===== config.mk =====
export PLATFORM = sky130hd
export DESIGN_NAME = bus_cmd_decoder
export DESIGN_NICKNAME = d
export VERILOG_FILES = /design/src/rtl/bsd_pkg.sv /design/src/rtl/bsd_cycle_track.sv /design/src/rtl/bsd_strobe_gen.sv /design/src/rtl/bus_cmd_decoder.sv
export SDC_FILE = /design/constraint.sdc
export NUM_CORES = 1
export LEC_CHECK = 0
export CORE_AREA = 2 2 39 41
export CTS_CLUSTER_DIAMETER = 120
export DETAILED_ROUTE_END_ITERATION = 8
export DIE_AREA = 0 0 41 43
export DONT_BUFFER_PORTS = 1
export HOLD_SLACK_MARGIN = 0.12
export PLACE_DENSITY_LB_ADDON = 0.05
export SYNTH_ARGS = -nofsm -noshare
export SYNTH_HDL_FRONTEND = slang
export SYNTH_SLANG_ARGS = --single-unit

===== constraint.sdc =====
create_clock -name clk -period 1.8 [get_ports clk]
set_clock_uncertainty 0.05 [all_clocks]
set_input_delay 0.09 -clock clk [delete_from_list [all_inputs] [get_ports clk]]
set_output_delay 0.09 -clock clk [all_outputs]
set_load 0.005 [all_outputs]

===== src/rtl/bsd_pkg.sv =====
package bsd_pkg;

    localparam int STATUS_W = 3;

    typedef enum logic [STATUS_W-1:0] {
        ST_INTA  = 3'b000,
        ST_IORD  = 3'b001,
        ST_IOWR  = 3'b010,
        ST_HALT  = 3'b011,
        ST_FETCH = 3'b100,
        ST_MEMRD = 3'b101,
        ST_MEMWR = 3'b110,
        ST_IDLE  = 3'b111
    } bus_status_e;

    // Command set for one cycle; the write bits carry advanced timing.
    typedef struct packed {
        logic intack;
        logic io_rd;
        logic io_wr;
        logic mem_rd;
        logic mem_wr;
        logic fetch;
        logic halt;
    } cmd_t;

    localparam cmd_t CMD_NONE = '0;

    function automatic logic is_idle(input logic [STATUS_W-1:0] s);
        return s == ST_IDLE;
    endfunction

    function automatic cmd_t decode_status(input bus_status_e s);
        cmd_t c;
        c = CMD_NONE;
        unique case (s)
            ST_INTA:  c.intack = 1'b1;
            ST_IORD:  c.io_rd  = 1'b1;
            ST_IOWR:  c.io_wr  = 1'b1;
            ST_HALT:  c.halt   = 1'b1;
            ST_FETCH: begin
                c.mem_rd = 1'b1;
                c.fetch  = 1'b1;
            end
            ST_MEMRD: c.mem_rd = 1'b1;
            ST_MEMWR: c.mem_wr = 1'b1;
            default:  c = CMD_NONE;
        endcase
        return c;
    endfunction

endpackage


===== src/rtl/bsd_cycle_track.sv =====
module bsd_cycle_track
    import bsd_pkg::*;
(
    input  logic                clk,
    input  logic                rst,
    input  logic [STATUS_W-1:0] status_i,
    output logic                active_o,
    output bus_status_e         code_o
);

    logic [STATUS_W-1:0] prev_q;
    logic                start;

    assign start = is_idle(prev_q) && !is_idle(status_i);

    always_ff @(posedge clk) begin
        if (rst) begin
            prev_q   <= ST_IDLE;
            active_o <= 1'b0;
            code_o   <= ST_IDLE;
        end else begin
            prev_q <= status_i;
            if (is_idle(status_i)) begin
                active_o <= 1'b0;
            end else if (start) begin
                active_o <= 1'b1;
                code_o   <= bus_status_e'(status_i);
            end
        end
    end

    // leaving passive opens a cycle carrying the new code
    assert_cycle_open_R3: assert property (@(posedge clk) disable iff (rst)
        (is_idle(prev_q) && !is_idle(status_i)) |=> (active_o && code_o == $past(status_i)));

    // the latched code stays fixed while the status is non-passive
    assert_code_held_R4: assert property (@(posedge clk) disable iff (rst)
        (active_o && !is_idle(status_i)) |=> (active_o && $stable(code_o)));

    // a passive sample closes the cycle
    assert_cycle_close_R6: assert property (@(posedge clk) disable iff (rst)
        is_idle(status_i) |=> !active_o);

endmodule


===== src/rtl/bsd_strobe_gen.sv =====
module bsd_strobe_gen
    import bsd_pkg::*;
#(
    parameter int LATE_WR_DLY = 1
) (
    input  logic        clk,
    input  logic        rst,
    input  logic        active_i,
    input  bus_status_e code_i,
    output cmd_t        cmd_o,
    output logic        io_wr_late_o,
    output logic        mem_wr_late_o
);

    localparam int NSTAGE = LATE_WR_DLY + 1;

    // stage[g] bit1 = I/O write, bit0 = memory write
    logic [1:0] stage [NSTAGE];

    always_ff @(posedge clk) begin
        if (rst) begin
            cmd_o <= CMD_NONE;
        end else if (active_i) begin
            cmd_o <= decode_status(code_i);
        end else begin
            cmd_o <= CMD_NONE;
        end
    end

    assign stage[0] = {cmd_o.io_wr, cmd_o.mem_wr};

    generate
        for (genvar g = 0; g < LATE_WR_DLY; g++) begin : g_late
            always_ff @(posedge clk) begin
                if (rst || !active_i) begin
                    stage[g+1] <= 2'b00;
                end else begin
                    stage[g+1] <= stage[g];
                end
            end
        end
    endgenerate

    assign io_wr_late_o  = stage[LATE_WR_DLY][1];
    assign mem_wr_late_o = stage[LATE_WR_DLY][0];

    // only one primary strobe at a time
    assert_one_cmd_R10: assert property (@(posedge clk) disable iff (rst)
        $onehot0({cmd_o.intack, cmd_o.io_rd, cmd_o.io_wr, cmd_o.mem_rd, cmd_o.mem_wr}));

    // no strobe survives past the edge after the cycle closes
    assert_idle_clear_R6: assert property (@(posedge clk) disable iff (rst)
        !active_i |=> (cmd_o == CMD_NONE && !io_wr_late_o && !mem_wr_late_o));

    // halt carries no command
    assert_halt_quiet_R8: assert property (@(posedge clk) disable iff (rst)
        cmd_o.halt |-> !(cmd_o.intack || cmd_o.io_rd || cmd_o.io_wr || cmd_o.mem_rd || cmd_o.mem_wr));

    // fetch is a flavour of memory read
    assert_fetch_is_read_R7: assert property (@(posedge clk) disable iff (rst)
        cmd_o.fetch |-> cmd_o.mem_rd);

endmodule


===== src/rtl/bus_cmd_decoder.sv =====
module bus_cmd_decoder
    import bsd_pkg::*;
#(
    parameter int LATE_WR_DLY = 1
) (
    input  logic                clk,
    input  logic                rst,
    input  logic                en,
    input  logic [STATUS_W-1:0] status,
    output logic                cmd_inta,
    output logic                cmd_io_rd,
    output logic                cmd_io_wr,
    output logic                cmd_io_wr_adv,
    output logic                cmd_mem_rd,
    output logic                cmd_mem_wr,
    output logic                cmd_mem_wr_adv,
    output logic                cyc_fetch,
    output logic                cyc_halt
);

    logic        active;
    bus_status_e code;
    cmd_t        cmd;
    logic        io_late;
    logic        mem_late;

    bsd_cycle_track u_track (
        .clk      (clk),
        .rst      (rst),
        .status_i (status),
        .active_o (active),
        .code_o   (code)
    );

    bsd_strobe_gen #(
        .LATE_WR_DLY (LATE_WR_DLY)
    ) u_strobe (
        .clk           (clk),
        .rst           (rst),
        .active_i      (active),
        .code_i        (code),
        .cmd_o         (cmd),
        .io_wr_late_o  (io_late),
        .mem_wr_late_o (mem_late)
    );

    always_comb begin
        cmd_inta       = en && cmd.intack;
        cmd_io_rd      = en && cmd.io_rd;
        cmd_io_wr_adv  = en && cmd.io_wr;
        cmd_io_wr      = en && io_late;
        cmd_mem_rd     = en && cmd.mem_rd;
        cmd_mem_wr_adv = en && cmd.mem_wr;
        cmd_mem_wr     = en && mem_late;
        cyc_fetch      = en && cmd.fetch;
        cyc_halt       = en && cmd.halt;
    end

    // a normal write is always covered by its advanced strobe
    assert_io_wr_order_R5: assert property (@(posedge clk) disable iff (rst)
        cmd_io_wr |-> cmd_io_wr_adv);

    assert_mem_wr_order_R5: assert property (@(posedge clk) disable iff (rst)
        cmd_mem_wr |-> cmd_mem_wr_adv);

    // normal write rises only after an edge on which its advanced strobe was high
    assert_mem_wr_late_R5: assert property (@(posedge clk) disable iff (rst)
        $rose(mem_late) |-> $past(cmd.mem_wr));

    // a low enable keeps every output low
    assert_enable_blank_R9: assert property (@(posedge clk) disable iff (rst)
        !en |-> !(cmd_inta || cmd_io_rd || cmd_io_wr || cmd_io_wr_adv || cmd_mem_rd ||
                  cmd_mem_wr || cmd_mem_wr_adv || cyc_fetch || cyc_halt));

endmodule


# --- Yosys cells after proc, flatten, opt, wreduce, memory -nomap -nowiden ---
# Cells that the tools add are included.
word_totals:
  regBits: 16
  input_bits: 6
  output_inout_bits: 9
  wordCells: 46
classes:
  mux: 7
  n_reduce_logical: 18
  n_bitwise: 2
  eq_ne: 8
op_table:
  columns: ["operator", "count"]
  rows:
  - ["3-bit equality test (second input constant)", 5]
  - ["1-bit logical AND", 10]
  - ["1-bit two-way mux", 7]
  - ["3-bit by 2-bit equality test with 1-bit output (second input constant)", 2]
  - ["2-bit OR reduction", 3]
  - ["3-bit by 1-bit equality test with 1-bit output (second input constant)", 1]
  - ["3-bit zero test", 1]
  - ["1-bit zero test", 2]
  - ["1-bit inverter", 2]
  - ["2-bit AND reduction", 1]
  - ["1-bit logical OR", 1]

# --- Logic depth before layout (Yosys ltp) ---
# Gate-level depths: netlist of run 1.
depth:
  word_depth: 4
  depth_mapped: 3
  ltp_nobuf: 3

# --- Hierarchy ---
# From an unflattened synthesis of run 1, not the netlist that was laid out.
unflattened:
  cells_unflattened: 53
  hier_area_um2: 558.0
modules_own_cells:
  columns: ["mod", "instances", "cells_per_inst", "area_each_um2", "seq_area_each_um2"]
  rows:
  - ["bsd_strobe_gen", 1, 25, 272.8, 180.2]
  - ["bsd_cycle_track", 1, 19, 229.0, 140.1]
  - ["bus_cmd_decoder", 1, 9, 56.3, 0.0]

# --- Worst setup path before layout of run 1 ---
# OpenSTA, ideal clock, no wires.
synth_path:
  path_kind: "reg-to-reg"
  from: "reg u_track.prev_q[1]"
  to: "reg u_track.code_o[2]"
  stages_incl_launch_ff: 4
  required_ns: 1.628
  setup_slack_ns: 0.920
  arrival_ns: 0.708
  synth_period_minus_slack_ns: 0.880
  cell_sequence: "dfxtp_1 > nand3_2 > a21oi_1 > o32a_1"
synth_via:
  elab_chain_cells: 3
synth_lines:
  columns: ["element", "line_no", "source"]
  rows:
  - ["from (decl)", "bsd_cycle_track.sv:11", "logic [STATUS_W-1:0] prev_q;"]
  - ["from (signal assigned)", "bsd_cycle_track.sv:22", "prev_q <= status_i;"]
  - ["3-bit equality test", "bsd_pkg.sv:30", "return s == ST_IDLE;"]
  - ["1-bit logical AND", "bsd_cycle_track.sv:14", "assign start = is_idle(prev_q) && !is_idle(status_i);"]
  - ["2-bit AND reduction (no source line)", null, null]
  - ["to (signal assigned)", "bsd_cycle_track.sv:27", "code_o <= bus_status_e'(status_i);"]
  - ["to (decl)", "bsd_cycle_track.sv:8", "output bus_status_e code_o"]
# No other way between the ends.
# A chain may end at the register's enable or synchronous reset.

# --- Worst setup path in the final report of run 1 ---
layout_path:
  from: "in rst"
  to: "reg u_track.active_o"
layout_via:
  elab_chain_cells: 1
layout_lines:
  columns: ["element", "line_no", "source"]
  rows:
  - ["from (decl)", "bus_cmd_decoder.sv:7", "input logic rst,"]
  - ["2-bit OR reduction (no source line)", null, null]
  - ["to (signal assigned)", "bsd_cycle_track.sv:19", "active_o <= 1'b0;"]
  - ["to (signal assigned)", "bsd_cycle_track.sv:24", "active_o <= 1'b0;"]
  - ["to (signal assigned)", "bsd_cycle_track.sv:26", "active_o <= 1'b1;"]
  - ["to (decl)", "bsd_cycle_track.sv:7", "output logic active_o,"]
# No other way between the ends.

==> results.cfg, run 1 <==
[status]
run_status = complete, no violations

[synthesis]
synth.avg_cell_area_um2 = 10.6
synth_sequential_area_ratio_pct = 58.3
post_syn_instances = 52
yosys_warnings = 0
synth_nets = 58
post_synth_num_cell_types = 14
ys_seq_elements = 16
syn_area_um2 = 549

[global_routing]
grt.met3_usage_pct = 3.14
via_count_of_the_first_global_routing_pass = 323
grt.overflow.total = 0
grt_max_degree = 10
grt_antenna_before_repair = 0
grt.met1_usage_pct = 17.7
gr-usage-all-layers_pct = 12.8
busiest_layer = met1
grt_util_met2_pct = 16.3
first_pass_grt_wire_length_um = 1420

[worst_setup_path]
cpMostUsedCell = sky130_fd_sc_hd__dlygate4sd3_1
cp_data_required_time_ns = 1.98
worst-setup-path-type = primary input to flip-flop
cpPeakStageDelay_ns = 0.65
worstPathCellList = dlygate4sd3_1 -> a311oi_1 -> dlygate4sd3_1
worst_setup_path_end_kind = flip-flop
worst_setup_path_start_kind = primary input
largest_fanout_on_the_critical_path = 8
cp.arrival_ns = 1.55
worst-r2r-cell-count = 3
worstSetupPathDepth = 3
cp.buffers_inverters = 2
critPathTopFamily = buffers and inverters
slowest_stage = sky130_fd_sc_hd__dlygate4sd3_1

[placement]
dp_cells = 68
finalWeightedCongestion = 0.782
portBuffers = 0
detailedPlacementHpwl_um = 671

[worst_hold_path]
worst_hold_path_type = primary input to output pin
min_path_cells = 1

[detailed_routing]
vias = 374
detailedRoute.firstPassIterationCount = 4
routed_wl_um = 932
drt_first_iter_violations = 3
drcViolationCount = 0
route.detailed.wl_per_inst_um = 12.3
ant_nets = 0
avgViaCountPerCell = 4.92

[power]
share_seq_of_total_power_pct = 62.5
vdd_ir_drop_max_v = 0.000389
cell_internal_pwr_mw = 0.467
p_clk_share_pct = 30.5
static-leakage-power_nw = 0.248
switching_share_pct = 22.5
combinationalPowerShare_pct = 7.0
cellPowerDensity_mw_per_mm2 = 938
power_switching_mw = 0.135

[clock_network]
ctsResizeCount = 0
clock_latency_ns = 0.28
clock-sinks = 16
postCtsSetupBuffers = 0
clk_path_buf_depth = 2
cts_tree = done
clock_tree.htree_level_count = 1
clock_tree.root_cell = sky130_fd_sc_hd__clkbuf_4
clkTransAtPathRegs_ns = 0.09
tritoncts_buffers = 3

[finish]
drive_gt1_share_pct = 11.7
antenna_cells = 0
layout_common_cells = 16 x sky130_fd_sc_hd__dfxtp_1, 11 x sky130_fd_sc_hd__and2_1, 5 x sky130_fd_sc_hd__nor2_1, 5 x sky130_fd_sc_hd__dlygate4sd3_1
syn_to_final_growth_pct = 16.9
nets = 68
finalNonFillerCells = 76
fill_cell_total_of_the_finished_layout = 135
layout.cells.most_common = sky130_fd_sc_hd__dfxtp_1

[floorplan]
dieHeight_um = 43
floorplan.rows = 14
dieWidth_um = 41
initial_core_util_pct = 39.7
boundaryPins = 15
die_area_mm2 = 0.00176
core_area_mm2 = 0.00138

[sta]
post-route-period-util_pct = 76.1
layout_min_cycle_time_ns = 1.37
setup_viol_count_final = 0
maxClockFrequency_ghz = 0.730
final_hold_viol_count = 0
timing.slew.headroom_pct = 81.5
final-max-slew-violation-count = 0
rsz_0062_raised_after_global_routing = false
tightest_slew_ns = 0.277
total_negative_setup_slacks_ns = 0

[job]
max-cap-violations = 0
-- worst register-to-register path: cells and delay by family (launching register included) --
| family | cells | cell delay [ns] |
|---|---|---|
| flip-flops | 1 | 0.36 |
| buffers and inverters | 1 | 0.56 |
| AO/OA/AOI/OAI | 2 | 0.27 |
-- final timing paths --
path,endpoint,from,slack [ns]
min,cmd_mem_rd,en,0.24
max,u_track.active_o,rst,0.43
max reg2reg,u_track.active_o,u_track.prev_q[0],0.51
min reg2reg,u_strobe.io_wr_late_o,u_strobe.cmd_o[4],0.40
-- metal layers --
layer / up-vias / wire, um / share of wire, %
li1: 194 / - / -
met1: 163 / 440 / 47
met2: 13 / 413 / 44
met3: 4 / 60 / 6.4
met4: 0 / 18 / 1.9
met5: - / 0 / 0
-- area by class of cell --
| type | instances | area [um^2] | area share, % |
|---|---|---|---|
| multi-input combinational | 35 | 225 | 35.1 |
| tap | 16 | 20.0 | 3.12 |
| timing repair buffer | 5 | 50.0 | 7.80 |
| inverter | 1 | 3.75 | 0.585 |
| sequential | 16 | 320 | 49.9 |
| clock buffer | 3 | 22.5 | 3.51 |
-- flip-flops by register name, indices dropped and copies added, names as in the netlist --
name                    cells
u_strobe.cmd_o              7
u_track.code_o              3
u_track.prev_q              3
u_strobe.io_wr_late_o       1
u_strobe.mem_wr_late_o      1
u_track.active_o            1
-- cell families (layout without fill, tap and decap cells) --
kind of cell | count (synthesis) | in the layout | synth area share, %
AO/OA/AOI/OAI | 8 | 8 | 10.9
buffers and inverters | 1 | 9 | 0.683
flip-flops | 16 | 16 | 58.3
AND/OR/NAND/NOR | 27 | 27 | 30.1
-- power groups by stage --
| stage | Sequential, mW | Combinational [mW] | Clock [mW] |
|---|---|---|---|
| 2_1_floorplan | 0.382 | 0.0254 | 0 |
| 3_3_place_gp | 0.385 | 0.0282 | 0 |
| 3_5_place_dp | 0.385 | 0.0290 | 0 |
| 4_1_cts | 0.377 | 0.0423 | 0.187 |
| 5_1_grt | 0.379 | 0.0474 | 0.208 |
| 6_report | 0.376 | 0.0423 | 0.183 |
-- through the flow --
step	hold WS [ns]	utilization [%]	worst slack, ns	instance area, um^2	power (mW)
final	0.244	46.4	0.430	642	0.602
after global routing	0.251	46.4	0.350	642	0.634
after CTS	0.246	46.4	0.422	642	0.606
after detailed placement	0.123	41.1	0.881	569	0.414
after global placement	0.123	41.1	0.896	569	0.413
after floorplan	0.118	-	0.920	549	0.408
-- synthesized netlist by cell type --
library cell,n,area [um^2]
sky130_fd_sc_hd__a21oi_1,3,15.0
sky130_fd_sc_hd__inv_1,1,3.75
sky130_fd_sc_hd__nand2b_1,2,12.5
sky130_fd_sc_hd__nor2b_2,1,8.76
sky130_fd_sc_hd__nand3_2,1,10.0
sky130_fd_sc_hd__or2_1,3,18.8
sky130_fd_sc_hd__nand2_1,2,7.51
sky130_fd_sc_hd__nor3_2,2,20.0
sky130_fd_sc_hd__dfxtp_1,16,320
sky130_fd_sc_hd__a31oi_1,1,6.26
sky130_fd_sc_hd__and2_1,11,68.8
sky130_fd_sc_hd__a311oi_1,1,8.76
sky130_fd_sc_hd__nor2_1,5,18.8
sky130_fd_sc_hd__o32a_1,3,30.0
-- what timing repair did --
action,CTS,global route
hold endpoints to repair,16,0
hold buffers,5,0
setup endpoints to repair,0,0
Power figures use the tool's default switching activity.
==> inputs of run 2 (changes only) <==
--- a/config.mk
+++ b/config.mk
@@ -5,6 +5,7 @@
 export SDC_FILE = /design/constraint.sdc
 export NUM_CORES = 1
 export LEC_CHECK = 0
+export ABC_AREA = 1
 export CORE_AREA = 2 2 39 41
 export CTS_CLUSTER_DIAMETER = 120
 export DETAILED_ROUTE_END_ITERATION = 8
==> constraint.sdc (replaced) <==
create_clock -name clk -period 1.2 [get_ports clk]
set_clock_uncertainty 0.05 [all_clocks]
set_input_delay 0.06 -clock clk [delete_from_list [all_inputs] [get_ports clk]]
set_output_delay 0.06 -clock clk [all_outputs]
set_load 0.005 [all_outputs]
==> run 2 against run 1 <==
Effect of this change:
- routed wire length shrank 4.2%
- total power grew 48%
- sequential power increased by 50%
- area after synthesis increased by 3.6%
- first-iteration DRC count rose by 67%
- worst hold slack worse by 0.099 ns
==> results.cfg, run 2 <==
[power]
cellPowerDensity_mw_per_mm2 = 1380
power_mw = 0.891
static-leakage-power_nw = 0.353
vdd_ir_drop_max_v = 0.000779

[synthesis]
synth_top_cells_by_count = 18 x sky130_fd_sc_hd__inv_1, 16 x sky130_fd_sc_hd__dfxtp_1, 15 x sky130_fd_sc_hd__nand2_1, 8 x sky130_fd_sc_hd__nor2_1, 6 x sky130_fd_sc_hd__nor3_1
synthArstFlopShare_pct = 0
synth.most_common_cell = sky130_fd_sc_hd__inv_1
post_synth_mux_area_share_pct = 0
synth_compound_area_share_pct = 2.64
yosys_warnings = 0
ys_seq_elements = 16
synth.avg_cell_area_um2 = 7.59
post_syn_instances = 75
yosysTopAreaCell = sky130_fd_sc_hd__dfxtp_1
post_synth_num_cell_types = 11
synth_fa_ha_area_share_pct = 0
synth-main-ff-cell = sky130_fd_sc_hd__dfxtp_1
synth_sequential_area_ratio_pct = 56.3
synth.area.top_cells = sky130_fd_sc_hd__dfxtp_1 56%, sky130_fd_sc_hd__inv_1 12%, sky130_fd_sc_hd__nand2_1 9.9%
synth_nets = 81
number_of_flops_mapped_to_enable_cells_by_yosys = 0
syn_area_um2 = 569
synth_top_family_by_area = simple AND/OR/NAND/NOR gates
post-synth-top-area-fraction_pct = 56.3
synthXorXnorAreaFrac_pct = 0
synthSimpleGateAreaFrac_pct = 28.4

[sta]
fin_worst_hold_slack_ns = 0.145
maxClockFrequency_ghz = 1.01
tightest_slew_ns = 0.244
layout_min_cycle_time_ns = 0.990
setup_viol_count_final = 0
final_hold_viol_count = 0
final-max-slew-violation-count = 0
timing.slew.headroom_pct = 83.7
rsz_0062_raised_after_global_routing = false
post-route-period-util_pct = 82.5
total_negative_setup_slacks_ns = 0

[floorplan]
dieHeight_um = 43
floorplan.rows = 14
boundaryPins = 15
core_area_mm2 = 0.00138
die_area_mm2 = 0.00176
dieWidth_um = 41
initial_core_util_pct = 41.1

[clock_network]
clock_tree.htree_level_count = 1
clock-sinks = 16
clock_tree.root_cell = sky130_fd_sc_hd__clkbuf_4
clkTransAtPathRegs_ns = 0.08
clk_path_buf_depth = 2
cts_tree = done
tritoncts_buffers = 3
clock_latency_ns = 0.28

[global_routing]
gr-usage-all-layers_pct = 12.6
grt.overflow.total = 0
grt_antenna_before_repair = 0
grt_max_degree = 10
via_count_of_the_first_global_routing_pass = 395
first_pass_grt_wire_length_um = 1460

[finish]
top_regs = u_strobe.cmd_o (7), u_track.code_o (3), u_track.prev_q (3)
layout_common_cells = 18 x sky130_fd_sc_hd__inv_1, 16 x sky130_fd_sc_hd__dfxtp_1, 15 x sky130_fd_sc_hd__nand2_1
layout.cells.most_common = sky130_fd_sc_hd__inv_1
final_area_um2 = 647
syn_to_final_growth_pct = 13.6
drive_gt1_share_pct = 6.17
antenna_cells = 0
biggest_register = u_strobe.cmd_o
largest_reg_flops = 7
nets = 89

[detailed_routing]
detailedRoute.firstPassIterationCount = 2
vias = 427
route.detailed.wl_per_inst_um = 9.21
avgViaCountPerCell = 4.40
drcViolationCount = 0
ant_nets = 0
drt_first_iter_violations = 5
routed_wl_um = 893

[worst_setup_path]
worst_setup_path_end_kind = flip-flop
critPathTopFamily = buffers and inverters
slowest_stage = sky130_fd_sc_hd__dlygate4sd3_1
worst_setup_path_start_kind = primary input
worstSetupPathDepth = 4
cpPeakStageDelay_ns = 0.63
cp.buffers_inverters = 1
worst-setup-path-type = primary input to flip-flop
largest_fanout_on_the_critical_path = 7
cp.arrival_ns = 1.14
worst-r2r-cell-count = 5
cp_data_required_time_ns = 1.35
worstPathCellList = dlygate4sd3_1 -> nor2_2 -> nand2_1 -> nor3_1

[worst_hold_path]
min_path_cells = 2
worst_hold_path_type = primary input to output pin

[placement]
portBuffers = 0
placed_cell_areas_um2 = 584
detailedPlacementHpwl_um = 668
finalWeightedCongestion = 0.632

[status]
run_status = complete, no violations

[job]
max-cap-violations = 0
==> run 2: cell count changes after synthesis, sizes merged <==
cell / change
nand3: +3
a31oi: -1
nor2b: -1
buf: +1
nand2b: -2
nand2: +13
a311oi: -1
o32a: -3
inv: +17
nor2: +4
and2: -11
nor3: +4
==> run 2: path summary, 6_finish.rpt <==
check                    startpoint                      to  slack [ns]
setup reg to reg  u_track.prev_q[2]       u_track.code_o[1]        0.30
hold / removal                   en              cmd_mem_rd        0.15
setup / recovery                rst       u_strobe.cmd_o[0]        0.21
hold reg to reg   u_strobe.cmd_o[2]  u_strobe.mem_wr_late_o        0.38
==> run 2: area by class of cell <==
class | count | area (um^2)
Fill cell | 152 | 737
Sequential cell | 16 | 320
Multi-Input combinational cell | 40 | 176
Inverter | 18 | 67.6
Timing Repair Buffer | 4 | 40.0
Clock buffer | 3 | 22.5
Tap cell | 16 | 20.0
==> run 2: metrics by stage <==
stage	setup slack, ns	utilization (%)	instances
6_report	0.210	46.7	97
5_1_grt	0.144	46.7	97
4_1_cts	0.223	46.7	97
3_5_place_dp	0.297	42.2	90
3_3_place_gp	0.299	42.2	90
2_1_floorplan	0.389	-	75
==> run 2: what timing repair did <==
action,CTS,global route
hold buffers,4,0
resized for setup,0,0
buffers inserted,0,0
hold endpoints to repair,16,0
==> run 2: report_power, final <==
part	switching [mW]	internal, mW	leakage (nW)
registers	0.0139	0.550	0.131
logic	0.0338	0.0261	0.208
clock network	0.152	0.116	0.0138
==> run 2: cell families (layout without fill, tap and decap cells) <==
| kind of cell | after synthesis | after routing |
|---|---|---|
| simple gates | 37 | 37 |
| flops | 16 | 16 |
| buf+inv | 19 | 25 |
| compound gates | 3 | 3 |
==> run 2: metal layers <==
metal | global-route usage, % | share of wire [%] | up-vias
li1 | - | - | 232
met1 | 13.2 | 44 | 177
met2 | 20.3 | 49 | 15
met3 | 3.66 | 4.5 | 3
met4 | 8.00 | 2.1 | 0
met5 | 0 | 0 | -
==> inputs of run 3 (changes only) <==
--- a/config.mk
+++ b/config.mk
@@ -5,7 +5,7 @@
 export SDC_FILE = /design/constraint.sdc
 export NUM_CORES = 1
 export LEC_CHECK = 0
-export ABC_AREA = 1
+export ABC_AREA = 0
 export CORE_AREA = 2 2 39 41
 export CTS_CLUSTER_DIAMETER = 120
 export DETAILED_ROUTE_END_ITERATION = 8
==> constraint.sdc (replaced) <==
create_clock -name clk -period 1 [get_ports clk]
set_clock_uncertainty 0.05 [all_clocks]
set_input_delay 0.05 -clock clk [delete_from_list [all_inputs] [get_ports clk]]
set_output_delay 0.05 -clock clk [all_outputs]
set_load 0.005 [all_outputs]
==> run 3 against run 2 <==
Effect of this change:
- die area unchanged
- via count down 16%
- largest cell class unchanged
- clock-buffer cell count stayed put
- worst setup slack worse by 0.16 ns
- highest routed layer unchanged
- first-iteration DRC count is 20% lower
- total power is 21% higher
- combinational power is 28% higher
==> results.cfg, run 3 (synthesized netlist as in run 1, its figures left out) <==
[sta]
post-route-period-util_pct = 94.9
rsz_0062_raised_after_global_routing = false
tightest_slew_ns = 0.317
setup_viol_count_final = 0
final_hold_viol_count = 0
layout_min_cycle_time_ns = 0.949
final-max-slew-violation-count = 0
maxClockFrequency_ghz = 1.05
total_negative_setup_slacks_ns = 0
timing.slew.headroom_pct = 78.8

[finish]
antenna_cells = 0
nets = 67
final_core_util_pct = 46.2
layout_common_cells = 16 x sky130_fd_sc_hd__dfxtp_1, 11 x sky130_fd_sc_hd__and2_1, 5 x sky130_fd_sc_hd__nor2_1
top_regs = u_strobe.cmd_o (7), u_track.code_o (3), u_track.prev_q (3)
largest_reg_flops = 7
layout.cells.most_common = sky130_fd_sc_hd__dfxtp_1
biggest_register = u_strobe.cmd_o
syn_to_final_growth_pct = 16.4
drive_gt1_share_pct = 11.9

[clock_network]
clkTransAtPathRegs_ns = 0.09
tritoncts_buffers = 3
clock_latency_ns = 0.28
clock_tree.htree_level_count = 1
cts_tree = done
clock_tree.root_cell = sky130_fd_sc_hd__clkbuf_4
clk_path_buf_depth = 2
clock-sinks = 16
postCtsSetupBuffers = 0

[worst_hold_path]
min_path_cells = 1
hold-path-endpoint = cmd_mem_rd
hp-start = en
worst_hold_path_type = primary input to output pin

[worst_setup_path]
worst-r2r-cell-count = 3
regToRegEndpoint = u_track.code_o[2]
worst-setup-path-type = primary input to flip-flop
cp.arrival_ns = 1.08
cp_data_required_time_ns = 1.13
largest_fanout_on_the_critical_path = 4
worst_setup_path_start_kind = primary input
r2r-start = u_track.prev_q[1]
worstPathCellList = dlygate4sd3_1 -> or2_1 -> o32a_1
slowest_stage = sky130_fd_sc_hd__dlygate4sd3_1
worst_setup_path_end_kind = flip-flop
ff2ff_setup_slack_ns = 0.07
cpPeakStageDelay_ns = 0.59

[detailed_routing]
met1_routed_wirelength_after_detailed_routing_um = 431
vias = 357
detailedRoute.firstPassIterationCount = 4
routed_wl_um = 932
ant_nets = 0
drt_first_iter_violations = 4
route.detailed.wl_per_inst_um = 12.4
drcViolationCount = 0
detailroute.wirelength.met2_um = 443
detailroute.wirelength.met3_um = 53
avgViaCountPerCell = 4.76
top_signal_layer_used = met4

[job]
max-cap-violations = 0

[floorplan]
boundaryPins = 15
floorplan.rows = 14
core_area_mm2 = 0.00138
initial_core_util_pct = 39.7
dieWidth_um = 41
dieHeight_um = 43
die_area_mm2 = 0.00176

[global_routing]
grt_antenna_before_repair = 0
gr-usage-all-layers_pct = 12.7
grt_max_degree = 10
first_pass_grt_wire_length_um = 1400
via_count_of_the_first_global_routing_pass = 326
grt.overflow.total = 0

[placement]
detailedPlacementHpwl_um = 671
finalWeightedCongestion = 0.782
portBuffers = 0

[power]
cellPowerDensity_mw_per_mm2 = 1690
static-leakage-power_nw = 0.253
vdd_ir_drop_max_v = 0.000701

[status]
run_status = complete, no violations
## run 3: cell types whose count changed in the layout (fill, tap and decap cells not counted), moves of 3 or more
cell / before / now
sky130_fd_sc_hd__o32a_1: 0 / 3
sky130_fd_sc_hd__nor2_1: 8 / 5
sky130_fd_sc_hd__nand2_1: 15 / 2
sky130_fd_sc_hd__inv_1: 18 / 1
sky130_fd_sc_hd__nand3_1: 4 / 0
sky130_fd_sc_hd__nor3_1: 6 / 0
sky130_fd_sc_hd__and2_1: 0 / 11
## run 3: final cells by class
type / instances / area [um^2]
multi-input combinational: 35 / 230
timing repair buffer: 4 / 42.5
clock buffer: 3 / 22.5
inverter: 1 / 3.75
fill: 136 / 744
sequential: 16 / 320
tap: 16 / 20.0
## run 3: worst max-delay path by stage
| stage | startpoint | to | slack [ns] | cells after the start |
|---|---|---|---|---|
| after floorplan | u_track.prev_q[1] | u_track.code_o[2] | 0.12 | 3 |
| after global placement | u_track.prev_q[1] | u_track.code_o[2] | 0.1 | 3 |
| after detailed placement | u_track.prev_q[2] | u_track.code_o[1] | 0.08 | 3 |
| after CTS | rst | u_strobe.cmd_o[5] | 0.006 | 4 |
| after global routing | u_track.prev_q[1] | u_track.code_o[2] | 0.01 | 3 |
| final | status[0] | u_track.code_o[0] | 0.05 | 3 |
## run 3: metal layers
metal  global-route usage (%)  vias up
met3                     3.14        2
met4                     10.0        0
li1                         -      192
met5                        0        -
met2                     16.6        9
met1                     17.0      154
## run 3: repair_timing
| action | 4_1_cts | 5_1_grt |
|---|---|---|
| gates resized for setup | 0 | 2 |
| endpoints found under the hold margin | 16 | 0 |
| setup endpoints to repair | 0 | 8 |
| hold buffers | 4 | 0 |
## run 3: report_power, final
part           leakage [nW]  internal (mW)  total, mW  switching, mW
combinational         0.108         0.0399     0.0766         0.0367
sequential            0.131          0.659      0.678         0.0186
clock                0.0138          0.140      0.327          0.187
total                 0.253          0.839       1.08          0.243
## run 3: metrics by stage
step                      std cells  power [mW]  hold slack (ns)  cell area, um^2  setup WS (ns)
final                            75        1.08            0.164              639         0.0507
after CTS                        75        1.09            0.166              632        0.00610
after global placement           68       0.743           0.0829              569         0.0959
after detailed placement         68       0.745           0.0829              569         0.0812
after floorplan                  52       0.734           0.0780              549          0.120
after global routing             75        1.14            0.171              639         0.0148
## run 3: worst max-delay path, delay by kind of cell
family / cells / cell delay, ns
compound gates: 1 / 0.17
buf+inv: 1 / 0.59
simple gates: 1 / 0.27
